## src/rtl/scgen_pkg.sv

```systemverilog
package scgen_pkg;

    // Coarse table: 2**IDX_W segments across one octant, plus one end point
    localparam int IDX_W = 5;
    localparam int TAB_N = 1 << IDX_W;
    localparam int Q     = 30;
    localparam longint PI_Q = 64'sd3373259426;  // pi scaled by 2**30

    typedef struct packed {
        logic swap;   // exchange sine and cosine
        logic neg_s;  // negate the sine
        logic neg_c;  // negate the cosine
    } octctl_t;

    // Maps the octant number to the swap and negate controls
    function automatic octctl_t decode_octant(input logic [2:0] oct);
        octctl_t c;
        c.swap  = oct[0] ^ oct[1];
        c.neg_s = oct[2];
        c.neg_c = oct[1] ^ oct[2];
        return c;
    endfunction

    // Series expansion in Q30 fixed point, for x in [0, pi/4]
    function automatic longint series_q(input longint x, input bit want_cos);
        longint acc;
        longint term;
        term = want_cos ? (64'sd1 <<< Q) : x;
        acc  = term;
        for (int n = 1; n <= 5; n++) begin
            longint k;
            k    = want_cos ? longint'(2 * n) : longint'(2 * n + 1);
            term = -((((term * x) >>> Q) * x) >>> Q) / (k * (k - 1));
            acc  = acc + term;
        end
        return acc;
    endfunction

    // Table point idx (0..TAB_N) scaled to amp, rounded to nearest
    function automatic int table_val(input int idx, input int amp, input bit want_cos);
        longint x;
        longint v;
        x = (PI_Q * longint'(idx)) / longint'(4 * TAB_N);
        v = series_q(x, want_cos);
        return int'((v * longint'(amp) + (64'sd1 <<< (Q - 1))) >>> Q);
    endfunction

endpackage

```

## src/rtl/scgen_fold.sv

```systemverilog
module scgen_fold #(
    parameter int ANGLE_W = 12
) (
    input  logic                      clk,
    input  logic                      rst,
    input  logic                      in_valid,
    input  logic [ANGLE_W-1:0]        in_angle,
    output logic                      f_valid,
    output scgen_pkg::octctl_t        f_ctl,
    output logic [scgen_pkg::IDX_W:0] f_idx,
    output logic [ANGLE_W-4-scgen_pkg::IDX_W:0] f_frac
);
    localparam int RW     = ANGLE_W - 3;
    localparam int FRAC_W = RW - scgen_pkg::IDX_W;
    localparam logic [RW:0] FULL_OCT = (RW+1)'(1) << RW;

    logic [2:0]    oct;
    logic [RW-1:0] resid;
    logic [RW:0]   mirrored;

    assign oct      = in_angle[ANGLE_W-1 -: 3];
    assign resid    = in_angle[RW-1:0];
    assign mirrored = oct[0] ? (FULL_OCT - {1'b0, resid}) : {1'b0, resid};

    always_ff @(posedge clk) begin
        if (rst) begin
            f_valid <= 1'b0;
            f_ctl   <= '0;
            f_idx   <= '0;
            f_frac  <= '0;
        end else begin
            f_valid <= in_valid;
            f_ctl   <= scgen_pkg::decode_octant(oct);
            f_idx   <= mirrored[RW:FRAC_W];
            f_frac  <= mirrored[FRAC_W-1:0];
        end
    end
endmodule

```

## src/rtl/scgen_rom.sv

```systemverilog
module scgen_rom #(
    parameter int OUT_W  = 13,
    parameter int FRAC_W = 4
) (
    input  logic                        clk,
    input  logic                        rst,
    input  logic                        a_valid,
    input  scgen_pkg::octctl_t          a_ctl,
    input  logic [scgen_pkg::IDX_W:0]   a_idx,
    input  logic [FRAC_W-1:0]           a_frac,
    output logic                        r_valid,
    output scgen_pkg::octctl_t          r_ctl,
    output logic [FRAC_W-1:0]           r_frac,
    output logic signed [OUT_W-1:0]     r_sin_base,
    output logic signed [OUT_W-1:0]     r_sin_slope,
    output logic signed [OUT_W-1:0]     r_cos_base,
    output logic signed [OUT_W-1:0]     r_cos_slope
);
    localparam int AMP = (1 << (OUT_W - 1)) - 1;
    localparam int N   = scgen_pkg::TAB_N;

    logic signed [OUT_W-1:0] sin_base  [0:N];
    logic signed [OUT_W-1:0] sin_slope [0:N];
    logic signed [OUT_W-1:0] cos_base  [0:N];
    logic signed [OUT_W-1:0] cos_slope [0:N];

    for (genvar i = 0; i <= N; i++) begin : g_tab
        localparam int S0 = scgen_pkg::table_val(i, AMP, 1'b0);
        localparam int C0 = scgen_pkg::table_val(i, AMP, 1'b1);
        localparam int S1 = (i < N) ? scgen_pkg::table_val(i + 1, AMP, 1'b0) : S0;
        localparam int C1 = (i < N) ? scgen_pkg::table_val(i + 1, AMP, 1'b1) : C0;
        assign sin_base[i]  = OUT_W'(S0);
        assign cos_base[i]  = OUT_W'(C0);
        assign sin_slope[i] = OUT_W'(S1 - S0);
        assign cos_slope[i] = OUT_W'(C1 - C0);
    end

    always_ff @(posedge clk) begin
        if (rst) begin
            r_valid     <= 1'b0;
            r_ctl       <= '0;
            r_frac      <= '0;
            r_sin_base  <= '0;
            r_sin_slope <= '0;
            r_cos_base  <= '0;
            r_cos_slope <= '0;
        end else begin
            r_valid     <= a_valid;
            r_ctl       <= a_ctl;
            r_frac      <= a_frac;
            r_sin_base  <= sin_base[a_idx];
            r_sin_slope <= sin_slope[a_idx];
            r_cos_base  <= cos_base[a_idx];
            r_cos_slope <= cos_slope[a_idx];
        end
    end
endmodule

```

## src/rtl/scgen_lerp.sv

```systemverilog
module scgen_lerp #(
    parameter int OUT_W  = 13,
    parameter int FRAC_W = 4
) (
    input  logic                    clk,
    input  logic                    rst,
    input  logic signed [OUT_W-1:0] base,
    input  logic signed [OUT_W-1:0] slope,
    input  logic [FRAC_W-1:0]       frac,
    output logic signed [OUT_W-1:0] y
);
    localparam int PW = OUT_W + FRAC_W + 1;

    logic signed [PW-1:0] prod;
    logic signed [PW-1:0] step;
    logic signed [PW-1:0] frac_s;

    assign frac_s = PW'($signed({1'b0, frac}));
    assign prod   = PW'(slope) * frac_s;
    assign step   = (prod + PW'(1 << (FRAC_W - 1))) >>> FRAC_W;

    always_ff @(posedge clk) begin
        if (rst) y <= '0;
        else     y <= base + OUT_W'(step);
    end
endmodule

```

## src/rtl/scgen_unfold.sv

```systemverilog
module scgen_unfold #(
    parameter int OUT_W = 13
) (
    input  logic                    clk,
    input  logic                    rst,
    input  logic                    u_valid,
    input  scgen_pkg::octctl_t      u_ctl,
    input  logic signed [OUT_W-1:0] u_s,
    input  logic signed [OUT_W-1:0] u_c,
    output logic                    o_valid,
    output logic signed [OUT_W-1:0] o_sin,
    output logic signed [OUT_W-1:0] o_cos
);
    logic signed [OUT_W-1:0] pick_s;
    logic signed [OUT_W-1:0] pick_c;

    assign pick_s = u_ctl.swap ? u_c : u_s;
    assign pick_c = u_ctl.swap ? u_s : u_c;

    always_ff @(posedge clk) begin
        if (rst) begin
            o_valid <= 1'b0;
            o_sin   <= '0;
            o_cos   <= '0;
        end else begin
            o_valid <= u_valid;
            o_sin   <= u_ctl.neg_s ? -pick_s : pick_s;
            o_cos   <= u_ctl.neg_c ? -pick_c : pick_c;
        end
    end
endmodule

```

## src/rtl/sincos_gen.sv

```systemverilog
module sincos_gen #(
    parameter int ANGLE_W = 12,
    parameter int OUT_W   = 13
) (
    input  logic                    clk,
    input  logic                    rst,
    input  logic                    in_valid,
    input  logic [ANGLE_W-1:0]      in_angle,
    output logic                    out_valid,
    output logic signed [OUT_W-1:0] out_sin,
    output logic signed [OUT_W-1:0] out_cos
);
    localparam int FRAC_W = ANGLE_W - 3 - scgen_pkg::IDX_W;

    // Stage 1: octant fold
    logic                      f_valid;
    scgen_pkg::octctl_t        f_ctl;
    logic [scgen_pkg::IDX_W:0] f_idx;
    logic [FRAC_W-1:0]         f_frac;

    scgen_fold #(.ANGLE_W(ANGLE_W)) fold_i (
        .clk(clk), .rst(rst), .in_valid(in_valid), .in_angle(in_angle),
        .f_valid(f_valid), .f_ctl(f_ctl), .f_idx(f_idx), .f_frac(f_frac)
    );

    // Stage 2: coarse value and slope lookup
    logic                    r_valid;
    scgen_pkg::octctl_t      r_ctl;
    logic [FRAC_W-1:0]       r_frac;
    logic signed [OUT_W-1:0] r_sb, r_ss, r_cb, r_cs;

    scgen_rom #(.OUT_W(OUT_W), .FRAC_W(FRAC_W)) rom_i (
        .clk(clk), .rst(rst), .a_valid(f_valid), .a_ctl(f_ctl),
        .a_idx(f_idx), .a_frac(f_frac),
        .r_valid(r_valid), .r_ctl(r_ctl), .r_frac(r_frac),
        .r_sin_base(r_sb), .r_sin_slope(r_ss),
        .r_cos_base(r_cb), .r_cos_slope(r_cs)
    );

    // Stage 3: interpolation, one lane per function
    logic signed [OUT_W-1:0] l_s, l_c;
    logic                    l_valid;
    scgen_pkg::octctl_t      l_ctl;

    scgen_lerp #(.OUT_W(OUT_W), .FRAC_W(FRAC_W)) lerp_sin_i (
        .clk(clk), .rst(rst), .base(r_sb), .slope(r_ss), .frac(r_frac), .y(l_s)
    );
    scgen_lerp #(.OUT_W(OUT_W), .FRAC_W(FRAC_W)) lerp_cos_i (
        .clk(clk), .rst(rst), .base(r_cb), .slope(r_cs), .frac(r_frac), .y(l_c)
    );

    always_ff @(posedge clk) begin
        if (rst) begin
            l_valid <= 1'b0;
            l_ctl   <= '0;
        end else begin
            l_valid <= r_valid;
            l_ctl   <= r_ctl;
        end
    end

    // Stage 4: swap and sign restore
    scgen_unfold #(.OUT_W(OUT_W)) unfold_i (
        .clk(clk), .rst(rst), .u_valid(l_valid), .u_ctl(l_ctl),
        .u_s(l_s), .u_c(l_c),
        .o_valid(out_valid), .o_sin(out_sin), .o_cos(out_cos)
    );
endmodule

```

## config.mk

```make
export PLATFORM = sky130hd
export DESIGN_NAME = sincos_gen
export DESIGN_NICKNAME = d
export VERILOG_FILES = /design/src/rtl/scgen_pkg.sv /design/src/rtl/scgen_fold.sv /design/src/rtl/scgen_rom.sv /design/src/rtl/scgen_lerp.sv /design/src/rtl/scgen_unfold.sv /design/src/rtl/sincos_gen.sv
export SDC_FILE = /design/constraint.sdc
export NUM_CORES = 1
export LEC_CHECK = 0
export BUFFER_PORTS_ARGS = -buffer_cell sky130_fd_sc_hd__buf_2
export CELL_PAD_IN_SITES_DETAIL_PLACEMENT = 0
export CELL_PAD_IN_SITES_GLOBAL_PLACEMENT = 1
export CORE_MARGIN = 3
export CORE_UTILIZATION = 43
export DETAILED_ROUTE_END_ITERATION = 10
export MAX_ROUTING_LAYER = met4
export PLACE_DENSITY = 0.71
export RECOVER_POWER = 100
export SLEW_MARGIN = 20
export SYNTH_ARGS = -nofsm -noshare
export SYNTH_HDL_FRONTEND = slang
export SYNTH_SLANG_ARGS = --single-unit
```

## constraint.sdc

```tcl
create_clock -name clk -period 7.3 [get_ports clk]
set_input_delay 0.73 -clock clk [delete_from_list [all_inputs] [get_ports clk]]
set_output_delay 0.73 -clock clk [all_outputs]
set_load 0.01 [all_outputs]
```

==> summary.txt <==
Run status
  • Status: finished with violations
  • Failing checks: max-capacitance violations, max-slew violations

Global routing
  • Remaining Overflow, GRT: 0
  • Global-route wire length before repair: 33200 um
  • Vias in the first global route: 6420
  • Initial antenna violation count: 0
  • Gr usage total: 19.8%
  • Pin count of the biggest net entering global routing: 90

Clocking
  • Latest clock arrival within the worst-skew pair: 0.42 ns
  • Post_cts resized: 0
  • Clock sinks: 117
  • Root Driver: clkbuf_16
  • Postcts setup bufs: 0
  • Clk slew on worst S/H paths: 0.05 ns
  • H-tree depth: 4
  • CTS tree: yes
  • Cts hold-fix bufs: 0
  • Number of buffers created by CTS: 17
  • Max clock buf depth: 2

Logic synthesis
  • Synth top area cells: dfxtp_1, ha_1, fa_1
  • Top cell type's share of synthesized area: 28.0%
  • Post-Syn Area: 0.00838 sq mm
  • Yosys top cell by area: dfxtp_1
  • Post-synth EDFFs: 0
  • Yosys warnings: 0
  • Yosys reg bits: 117
  • Mapped Nets: 1125
  • Netlist cell types: 68
  • Top FF cell, synth: dfxtp_1
  • Syn Area/Cell: 8.44 sq um
  • Seq/Total Area, Yosys: 28.0%
  • Asr flop ratio synth: 0%
  • Syn Inst Count: 993

Route
  • Drt pass-1 iters: 5
  • Vias/cell: 5.17
  • WL/cell: 15.6 um
  • DRC: 0
  • Initial DRC Count: 341
  • Antenna-violating nets left: 0
  • Vias: 6663
  • Total Wirelength: 20100 um

STA
  • Endpoints failing setup: 0
  • Max_slew headroom: -155%
  • TNS Setup: 0 ns
  • Final min period: 5.56 ns
  • Fmax: 180 MHz
  • Final hold viol count: 0
  • Setup Skew: 0.00818 ns
  • Fin crit share: 76.2%
  • Slew @ Worst Pin: 3.83 ns
  • RSZ-0062 raised after global routing: false
  • Max Slew Vio Count: 90
  • Final WS setup: 1.74 ns

Finish
  • Final core utilization: 49.4%
  • N_diodes: 0
  • Fill cell count: 1885
  • Final instance area: 0.00934 sq mm
  • Multi-input gate area: 0.00552 sq mm
  • Area grow syn2layout: 11.5%
  • Seq. cell area: 0.00234 sq mm
  • Nets: 1149
  • Share of layout cells above drive strength 1: 7.20%

Floorplanning
  • Die Footprint: 0.0212 sq mm
  • Starting density of the core: 44.4%
  • Die Ht: 146 um
  • Die Width: 146 um
  • # IOs: 42
  • Core Box Area: 0.0189 sq mm
  • Num rows: 50

Place
  • Dpl cell area: 0.00878 sq mm
  • Hpwl dp: 15300 um
  • Final Wtd Congestion: 0.891
  • Pre-CTS setup slack: 1.85 ns
  • PortBufs: 41

Worst setup path
  • Critical Path RT: 7.60 ns
  • Max Fanout on Critical Path: 13
  • CP Data Arrival Time: 5.86 ns
  • Critical Path Sink Type: flop
  • Worst setup SP type: flop
  • Critical path type: reg2reg

Power and ir drop
  • Cell area power density: 230 mW/mm^2
  • Lkg Pwr: 4.19 nW
  • Worst VDD drop: 0.000218 V

Run
  • MaxCap Viol Count: 1

Min path
  • Worst min-delay path category: reg2reg
-- layout make-up --
type                       instances  area share [%]
clock buffer                      21            4.93
inverter                          88            3.54
tap                              260            3.48
multi-input combinational        746            59.1
clock inverter                     9            1.62
timing repair buffer              47            2.24
sequential                       117            25.1
-- state kept, by name, indices dropped and copies added (netlist names) --
signal	count
rom_i.r_cos_base	12
fold_i.f_frac	4
unfold_i.o_cos	13
rom_i.r_cos_slope	8
rom_i.r_sin_slope	6
lerp_sin_i.y	13
unfold_i.o_valid	1
fold_i.f_valid	1
rom_i.r_frac	4
l_ctl	3
rom_i.r_valid	1
unfold_i.o_sin	13
rom_i.r_sin_base	12
l_valid	1
fold_i.f_ctl	3
fold_i.f_idx	6
rom_i.r_ctl	3
lerp_cos_i.y	13
-- final timing paths --
check | start | endpoint | slack, ns | depth (start not counted)
min | rom_i.r_ctl[0]$_SDFF_PP0_ | l_ctl[0]$_SDFF_PP0_ | 0.43 | 1
max | rom_i.r_frac[1]$_SDFF_PP0_ | lerp_cos_i.y[12]$_SDFF_PP0_ | 1.74 | 21
min reg2reg | rom_i.r_ctl[0]$_SDFF_PP0_ | l_ctl[0]$_SDFF_PP0_ | 0.43 | 1
max reg2reg | rom_i.r_frac[1]$_SDFF_PP0_ | lerp_cos_i.y[12]$_SDFF_PP0_ | 1.74 | 21
-- cell usage after synthesis (21+ instances only) --
master / instances
a21oi_1: 72
and2_1: 49
clkbuf_1: 21
dfxtp_1: 117
fa_1: 33
ha_1: 84
inv_1: 87
mux2i_1: 27
nand2_1: 73
nor2_1: 104
nor2b_1: 24
nor3_1: 21
o21ai_0: 45
xnor2_1: 41
xor2_1: 21
-- through the flow --
stage / instances / total power [W] / hold WS [ns]
final: 1288 / 0.00215 / 0.432
after global routing: 1288 / 0.00228 / 0.445
after CTS: 1288 / 0.00217 / 0.434
after detailed placement: 1258 / 0.00129 / 0.421
after global placement: 1258 / 0.00130 / 0.416
after floorplan: 993 / 0.00115 / 0.414
-- where the power goes --
part           leakage (nW)  switching, W  internal (W)  total, W
sequential            0.967     0.0000655      0.000709  0.000774
clock                 0.299      0.000285      0.000584  0.000869
combinational          2.93      0.000295      0.000208  0.000503
total                  4.19      0.000646       0.00150   0.00215
-- worst max-delay path: stages (launching register included) --
cell,delay [ns]
dfxtp_1,0.58
and2_0,0.22
fa_1,0.42
ha_1,0.28
inv_1,0.05
fa_1,0.53
nand4b_1,0.13
nor2_1,0.07
fa_1,0.41
a21o_1,0.20
a21oi_1,0.21
nor2b_1,0.09
or2_2,0.29
a21oi_1,0.23
o221a_2,0.25
ha_1,0.26
and2_0,0.17
a221o_1,0.29
a31oi_1,0.20
o21ai_0,0.13
or3_1,0.31
a21oi_1,0.13
-- metal layers --
layer	GRT usage (%)	up-vias	wire length [um]
li1	-	3402	-
met1	26.4	3091	9740
met2	30.2	141	9080
met3	3.39	29	731
met4	7.74	0	550
met5	-	-	0
-- placed cells by master (no fill, tap or decap), types with 17 or more instances in the layout --
master,count
ha_1,84
clkbuf_16,17
inv_1,87
and2_1,44
mux2i_1,27
clkbuf_1,31
nor2_1,104
nor3_1,21
a21oi_1,72
xor2_1,21
xnor2_1,41
nor2b_1,24
fa_1,33
dfxtp_1,116
nand2_1,73
o21ai_0,46
-- kinds of logic after synthesis --
family / Yosys count / synth area share (%)
simple gates: 333 / 20.0
xor+xnor: 62 / 6.48
mux: 32 / 3.96
buf+inv: 130 / 6.08
fa+ha+maj: 117 / 20.4
flops: 117 / 28.0
compound gates: 202 / 15.1
Power figures use the tool's default switching activity.
